`config.mk`:
```
export PLATFORM = sky130hd
export DESIGN_NAME = timed_capture_ctrl
export DESIGN_NICKNAME = d
export VERILOG_FILES = /design/src/rtl/timed_capture_ctrl.sv
export SDC_FILE = /design/constraint.sdc
export NUM_CORES = 1
export LEC_CHECK = 0
export BUFFER_PORTS_ARGS = -buffer_cell sky130_fd_sc_hd__clkbuf_2
export CAP_MARGIN = 20
export CORE_ASPECT_RATIO = 2
export CORE_MARGIN = 4
export CORE_UTILIZATION = 35
export DETAILED_ROUTE_END_ITERATION = 10
export GPL_TIMING_DRIVEN = 0
export PLACE_DENSITY_LB_ADDON = 0.12
export SYNTH_ARGS = -nofsm -noshare
export SYNTH_HDL_FRONTEND = slang
export SYNTH_SLANG_ARGS = --single-unit
```
`constraint.sdc`:
```
create_clock -name clk -period 7 [get_ports clk]
set_clock_uncertainty 0.15 [all_clocks]
set_input_delay 1.05 -clock clk [delete_from_list [all_inputs] [get_ports clk]]
set_output_delay 1.05 -clock clk [all_outputs]
set_load 0.01 [all_outputs]
```
`src/rtl/timed_capture_ctrl.sv`:
```
module timed_capture_ctrl #(
  parameter int         WIDTH     = 32,
  parameter int         CMD_DEPTH = 4,
  parameter int         OUT_DEPTH = 4,
  parameter logic [7:0] BASE      = 8'd0
) (
  input  logic                  clk,
  input  logic                  rst,
  input  logic                  clear,
  input  logic                  wr_stb,
  input  logic [7:0]            wr_addr,
  input  logic [31:0]           wr_data,
  input  logic [63:0]           now_time,
  output logic                  run,
  input  logic                  strobe,
  input  logic [WIDTH-1:0]      smp_in,
  output logic [4+64+WIDTH-1:0] out_data,
  output logic                  out_valid,
  input  logic                  out_ready,
  output logic                  overrun
);
  localparam int OW  = 4 + 64 + WIDTH;
  localparam int CW  = 96;
  localparam int CAW = $clog2(CMD_DEPTH);
  localparam int OAW = $clog2(OUT_DEPTH);

  typedef enum logic [1:0] {S_IDLE, S_WAIT, S_RUN, S_ERR} state_t;

  // staging registers
  logic [31:0] stg_cmd, stg_sec;
  always_ff @(posedge clk) begin
    if (rst || clear) begin
      stg_cmd <= '0;
      stg_sec <= '0;
    end else if (wr_stb) begin
      if (wr_addr == BASE)         stg_cmd <= wr_data;
      if (wr_addr == BASE + 8'd1)  stg_sec <= wr_data;
    end
  end

  // command queue
  logic [CW-1:0]  cmem [CMD_DEPTH];
  logic [CAW-1:0] cwp, crp;
  logic [CAW:0]   ccnt;
  logic           cq_push, cq_pop, cq_ne, cq_full;
  logic [CW-1:0]  head;
  logic           head_chain;
  logic [29:0]    head_lines;

  function automatic logic [CAW-1:0] cinc(input logic [CAW-1:0] p);
    return (p == CAW'(CMD_DEPTH - 1)) ? '0 : p + 1'b1;
  endfunction

  assign cq_ne      = ccnt != '0;
  assign cq_full    = ccnt == (CAW+1)'(CMD_DEPTH);
  assign cq_push    = wr_stb && (wr_addr == BASE + 8'd2) && !cq_full;
  assign head       = cmem[crp];
  assign head_chain = head[94];
  assign head_lines = head[93:64];

  always_ff @(posedge clk)
    if (cq_push) cmem[cwp] <= {stg_cmd, stg_sec, wr_data};

  always_ff @(posedge clk) begin
    if (rst || clear) begin
      cwp  <= '0;
      crp  <= '0;
      ccnt <= '0;
    end else begin
      if (cq_push) cwp <= cinc(cwp);
      if (cq_pop)  crp <= cinc(crp);
      ccnt <= ccnt + (CAW+1)'(cq_push) - (CAW+1)'(cq_pop);
    end
  end

  // output FIFO
  logic [OW-1:0]  omem [OUT_DEPTH];
  logic [OAW-1:0] owp, orp;
  logic [OAW:0]   ocnt;
  logic           opush, opop, ofull;
  logic [OW-1:0]  oword;

  function automatic logic [OAW-1:0] oinc(input logic [OAW-1:0] p);
    return (p == OAW'(OUT_DEPTH - 1)) ? '0 : p + 1'b1;
  endfunction

  assign ofull     = ocnt == (OAW+1)'(OUT_DEPTH);
  assign out_valid = ocnt != '0;
  assign out_data  = omem[orp];
  assign opop      = out_valid && out_ready;

  always_ff @(posedge clk)
    if (opush) omem[owp] <= oword;

  always_ff @(posedge clk) begin
    if (rst || clear) begin
      owp  <= '0;
      orp  <= '0;
      ocnt <= '0;
    end else begin
      if (opush) owp <= oinc(owp);
      if (opop)  orp <= oinc(orp);
      ocnt <= ocnt + (OAW+1)'(opush) - (OAW+1)'(opop);
    end
  end

  // capture control
  state_t      st;
  logic [29:0] remain;
  logic        chain_r, first_r, err_ovf, ovf_q;
  logic [63:0] target;
  logic        take, ovf_hit, last, eob, push_err, start_now, late;

  assign run       = st == S_RUN;
  assign ovf_hit   = run && strobe && ofull;
  assign take      = run && strobe && !ofull;
  assign last      = remain == 30'd1;
  assign eob       = last && (!chain_r || (cq_ne && head_lines == '0));
  assign cq_pop    = (st == S_IDLE && cq_ne) || (take && last && chain_r && cq_ne);
  assign push_err  = (st == S_ERR) && !ofull;
  assign opush     = take || push_err;
  assign oword     = take ? {first_r, eob, 2'b00, now_time, smp_in}
                          : {2'b00, err_ovf, !err_ovf, now_time, {WIDTH{1'b0}}};
  assign start_now = ({1'b0, now_time} + 65'd1) == {1'b0, target};
  assign late      = now_time >= target;
  assign overrun   = ovf_q;

  always_ff @(posedge clk) begin
    if (rst || clear) begin
      st      <= S_IDLE;
      remain  <= '0;
      chain_r <= 1'b0;
      first_r <= 1'b0;
      err_ovf <= 1'b0;
      target  <= '0;
      ovf_q   <= 1'b0;
    end else begin
      ovf_q <= ovf_hit;
      case (st)
        S_IDLE:
          if (cq_ne && head_lines != '0) begin
            remain  <= head_lines;
            chain_r <= head_chain;
            target  <= head[63:0];
            first_r <= 1'b1;
            st      <= head[95] ? S_RUN : S_WAIT;
          end
        S_WAIT:
          if (start_now)
            st <= S_RUN;
          else if (late) begin
            err_ovf <= 1'b0;
            st      <= S_ERR;
          end
        S_RUN:
          if (ovf_hit) begin
            err_ovf <= 1'b1;
            st      <= S_ERR;
          end else if (take) begin
            first_r <= 1'b0;
            if (!last)
              remain <= remain - 30'd1;
            else if (!chain_r)
              st <= S_IDLE;
            else if (!cq_ne) begin
              err_ovf <= 1'b0;
              st      <= S_ERR;
            end else if (head_lines == '0)
              st <= S_IDLE;
            else begin
              remain  <= head_lines;
              chain_r <= head_chain;
            end
          end
        S_ERR:
          if (!ofull) st <= S_IDLE;
        default: st <= S_IDLE;
      endcase
    end
  end
endmodule

```
Word level (Yosys, flattened, before mapping):

Memory sizes are Yosys's and may differ from the RTL's. A register that Yosys moved wholly into a read port is not among the register bits.
Cells that the tools add are included.

* add/subtract/negate cells: 10
* magnitude comparators: 1
* equality and inequality tests: 29
* muxes and demuxes: 53
* reduce and logical (&&, ||, !) cells: 38

Operator list (number)
* $mux W30: 7
* $mux W100: 1
* $add A64 B1 Y65 const B: 1
* $eq A65 B64 Y1: 1
* $ge A64 B64 Y1: 1
* $pmux W30 S2: 1
* $mux W2: 19
* $eq A30 B1 Y1 const B: 1
* $logic_not A30 Y1: 1
* $reduce_bool A30 Y1: 1
* $sub A30 B1 Y30 const B: 1
* $mux W1: 21
* $logic_and A1 B1 Y1: 14
* $reduce_and A7 Y1: 2
* $eq A2 B2 Y1 const B: 6
* $ne A3 B3 Y1 const B: 4
* $ne A3 B1 Y1 const B: 3
* $add A2 B1 Y2 const B: 4
* $eq A8 B1 Y1 const B: 1
* $eq A8 B2 Y1 const B: 1
* $logic_not A8 Y1: 1
* $ne A2 B2 Y1 const B: 4
* $pmux W2 S4: 1
* $add A3 B1 Y3: 2
* 16 further kinds: 32

* register bits: 178
* bits in writable memories: 784
* output and inout port bits: 103
* word-level logic and storage cells: 148
* memories: 2

Memories
* omem: depth 4, bits a word 100, rd ports 1, clocked after memory_dff 1, wr ports 1, line 77 `logic [OW-1:0] omem [OUT_DEPTH];`
* cmem: depth 4, bits a word 96, rd ports 1, clocked after memory_dff 1, wr ports 1, line 42 `logic [CW-1:0] cmem [CMD_DEPTH];`

Depth between registers and ports, before layout:

* word-level depth: 9
* depth in mapped cells: 16
* gate-level depth less buffers: 15

Worst setup path after synthesis:

No wires, ideal clock.

* path type: input port to flip-flop
* start point: input wr_addr[3]
* end point: memory cmem[0][0], enable pin
* setup time: 0.466 ns
* arrival: 4.655 ns
* setup slack: 1.730 ns
* stages on the path: 4
* buffers on the path: 0
* path through: nor4_1 nand3_1 a2111oi_0 and2_1

* word-level cells in the longest chain between the ends: 5

RTL lines
* start: declaration: line 11 `input logic [7:0] wr_addr,`
* $eq A8 B2 Y1: line 56 `assign cq_push = wr_stb && (wr_addr == BASE + 8'd2) && !cq_full;`
* $logic_and A1 B1 Y1 (2 in series): line 56
* $mux W1: line 62 `if (cq_push) cmem[cwp] <= {stg_cmd, stg_sec, wr_data};`
* $mux W1 (not written as such): line 62
* end: declaration: line 42

Every way passes these cells.

Worst setup path in the final report:

* start point: input now_time[41]
* end point: register st[0]

* word-level cells in the longest chain between the ends: 4
* elaborated cells between the ends (all ways): 7
* those cells by class: add/sub: 1; order compare: 1; eq/ne: 2; mux: 2; reduce/logical: 1

RTL lines
* start: declaration: line 13 `input logic [63:0] now_time,`
* $add A64 B1 Y65: line 124 `assign start_now = ({1'b0, now_time} + 65'd1) == {1'b0, target};`
* $eq A65 B64 Y1: line 124
* $ne A3 B3 Y1 (no line) or $mux W2 (tied branches)
* $reduce_and A6 Y1 (no line) or $pmux W2 S4 (tied branches)
* end signal: assignment: line 146 `st <= head[95] ? S_RUN : S_WAIT;`
* end: declaration: line 108 `state_t st;`

Several ways; a longest one is shown, not always the timed one.
A chain may end at the register's enable or synchronous reset.

==> impl_metrics.tcl <==
set metrics [dict create \
    postCtsHoldBufs 0 \
    finalCoreUtilization_pct 40.84 \
    outcome "complete, no violations" \
    dp.cells 4423 \
    hold_ws_ps 330.5 \
    cts_buffer_depth 3 \
    power_density_nw_per_um2 327.9 \
    fin_ws_ps 1648 \
    synthCells 2659 \
    yosys.area.top_type "edfxtp_1" \
    r2r-end "ccnt[2]" \
    hold_viol 0 \
    cp_max_fo 11 \
    die_w_um 247.5 \
    top_layer_used "met5" \
    synth_area_per_cell_um2 15.10 \
    wl_per_cell_um 25.46 \
    dieArea_um2 120500 \
    synth-main-ff-cell "edfxtp_1" \
    max-slew-margin-rel_pct 22.02 \
    tns_ps 0 \
    synth_area_um2 40140 \
    yosys-top-cells-area "edfxtp_1 59%, mux4_2 11%, dfxtp_1 9.1%" \
    coreArea_um2 113900 \
    start_kind "primary input" \
    post-route-period-util_pct 76.46 \
    path_clk_slew_ps 70 \
    whs_path_depth 2 \
    num_rows 175 \
    grt.total_usage_pct 19.30 \
    rsz0062_at_grt "false" \
    cts-buffers-inserted 86 \
    start_util_pct 35.25 \
    drc 0 \
    layout-drive-gt1-share_pct 20.91 \
    cellLeakagePower_uw 0.01475 \
    place_congestion 0.9256 \
    synth_top_area_share_pct 58.65 \
    wl_met3_mm 4.778 \
    hold_class "flip-flop to flip-flop" \
    syn2layout_area_growth_pct 15.84 \
    layout_common_cells "784 x edfxtp_1, 338 x nand2_1, 245 x clkbuf_2" \
    place_ws_ps 953.8 \
    wl_met1_mm 41.02 \
    critPathKind "primary input to flip-flop" \
    setup-violations-final 0 \
    post_cts_buffers 0 \
    vdd_drop_max_uv 215.0 \
    routed_wirelength_mm 116.7 \
    grt_pass1_vias 25434 \
    reg2regPathDepth 14 \
    grt-ovfl-total 0 \
    slew_viol_final 0 \
    die_y_um 486.9 \
    via_per_inst 5.200 \
    yosys_warnings 0 \
    max_freq_ghz 0.1868 \
    cts_tree "yes" \
    rr_startpoint "remain[6]" \
    synth.ff_latch_count 966 \
    drtPass1Iterations 6 \
    nets 3236 \
    synth_nets 2888 \
    max-cap-violations 0 \
    cts-root-buf "clkbuf_16" \
    num_vias 23844 \
    hold_start "target[0]" \
    rrSetupSlack_ps 1890 \
    grt_antenna_before_repair 2 \
    final_antenna_net_count 0 \
    crit_start "now_time[41]" \
    synth_edf_count 784 \
    worstPathArrival_ps 5810 \
    hpwlAfterDp_mm 84.58 \
    mostFrequentLayoutCell "edfxtp_1" \
    io_pins 245 \
    synth_sequential_area_ratio_pct 67.73 \
    grt_pass1_wl_mm 170.2 \
    layout.cells.non_filler 4585 \
    route.met2.wl_mm 63.88 \
    nFillCells 10669 \
    grt_max_degree 54 \
    hold_path_end "target[0]" \
    clk_latency_ps 680 \
    synth_cell_type_count 82 \
    portBuffers 244 \
    min_period_ps 5352 \
    worst_pin_slew_ps 1170 \
    clock_sinks 966 \
    ctsResizeCount 0 \
    cp-end-kind "flip-flop" \
    drt_iter0_drc 1349 \
    cp.required_ps 7450 \
    htree_num_levels 3 \
    synthArstFlopShare_pct 0 \
]
cell usage after synthesis, types with 7 or more instances:
cell type and n:
nor4_1 31, edfxtp_1 784, clkbuf_1 85, nor2_1 96, and2_1 53, a31oi_1 9, xnor2_1 55, dfxtp_1 182
nand3_1 56, nand2b_1 9, inv_1 93, xor2_1 39, nand4_1 40, buf_1 18, nand2_1 338, and4_1 8
o21ai_0 56, mux2i_1 7, a211oi_1 15, ha_1 85, or3_1 8, mux4_2 196, a21oi_1 203, and3_1 22
o31ai_1 8, nor3_1 43, a21o_1 8
metal layers:
| metal | global-route usage, % | vias up |
|---|---|---|
| met4 | 10.82 | 2 |
| met2 | 36.46 | 613 |
| met3 | 2.668 | 209 |
| li1 | - | 10876 |
| met1 | 20.20 | 12144 |
| met5 | 0 | - |
layout make-up:
| class | instances | area, µm² | share of cell area, % |
|---|---|---|---|
| inverters | 93 | 349.1 | 0.7507 |
| well taps | 1504 | 1882 | 4.047 |
| clock buffers | 103 | 2247 | 4.833 |
| clock inverters | 58 | 668.1 | 1.437 |
| repair buffers | 260 | 1515 | 3.259 |
| plain buffers | 113 | 454.2 | 0.9768 |
| diodes | 1 | 2.502 | 0.005382 |
| multi-input cells | 1487 | 12190 | 26.23 |
| flip-flops and latches | 966 | 27190 | 58.47 |
report_power, final:
part | switching (µW) | leakage, µW | internal [µW] | total [µW]
logic | 2520 | 0.00490 | 1190 | 3710
registers | 199 | 0.00844 | 6410 | 6610
clock network | 2190 | 0.00141 | 2740 | 4930
total | 4910 | 0.0147 | 10300 | 15200
logic make-up after synthesis:
| group | share of synthesized area (%) |
|---|---|
| flip-flops | 67.73 |
| AND/OR/NAND/NOR | 9.158 |
| AO/OA/AOI/OAI | 5.115 |
| buffers and inverters | 2.001 |
| multiplexers | 11.20 |
| XOR/XNOR | 2.051 |
| adder cells (fa/ha/maj) | 2.749 |
how the worst max path moves through the flow:
stage            endpoint  cells after the start  slack [ps]
2_1_floorplan  cmem[0][0]                      4        1730
3_3_place_gp   cmem[0][1]                      5       -1110
3_5_place_dp        st[0]                     11         950
4_1_cts             st[0]                     12        1700
5_1_grt             st[0]                     12        1500
6_report            st[0]                     11        1650
registers in the layout, indices dropped and copies added, names as in the netlist, named ones only:
name     cells
stg_cmd     32
crp          2
target      64
overrun      1
chain_r      1
owp          2
cmem       384
first_r      1
omem       400
err_ovf      1
cwp          2
stg_sec     32
orp          2
remain      30
st           2
ccnt         3
ocnt         3
per-stage QoR:
step / total power (µW) / cell area (µm²)
finish: 15250 / 46500
global route: 16010 / 46500
CTS: 15460 / 46500
detailed placement: 10480 / 43580
global placement: 10430 / 43240
floorplan: 9014 / 40140
worst max-delay path, cell delays in order:
cell and delay (ps):
clkbuf_2 230, nand3_1 180, nor3_1 890, a21oi_1 520, a21oi_1 330, nor4b_1 550
nand4_1 530, nor4_4 440, nand4_1 330, or4_1 590, a41oi_2 160
Note: power is estimated with default switching activity, not from simulation.
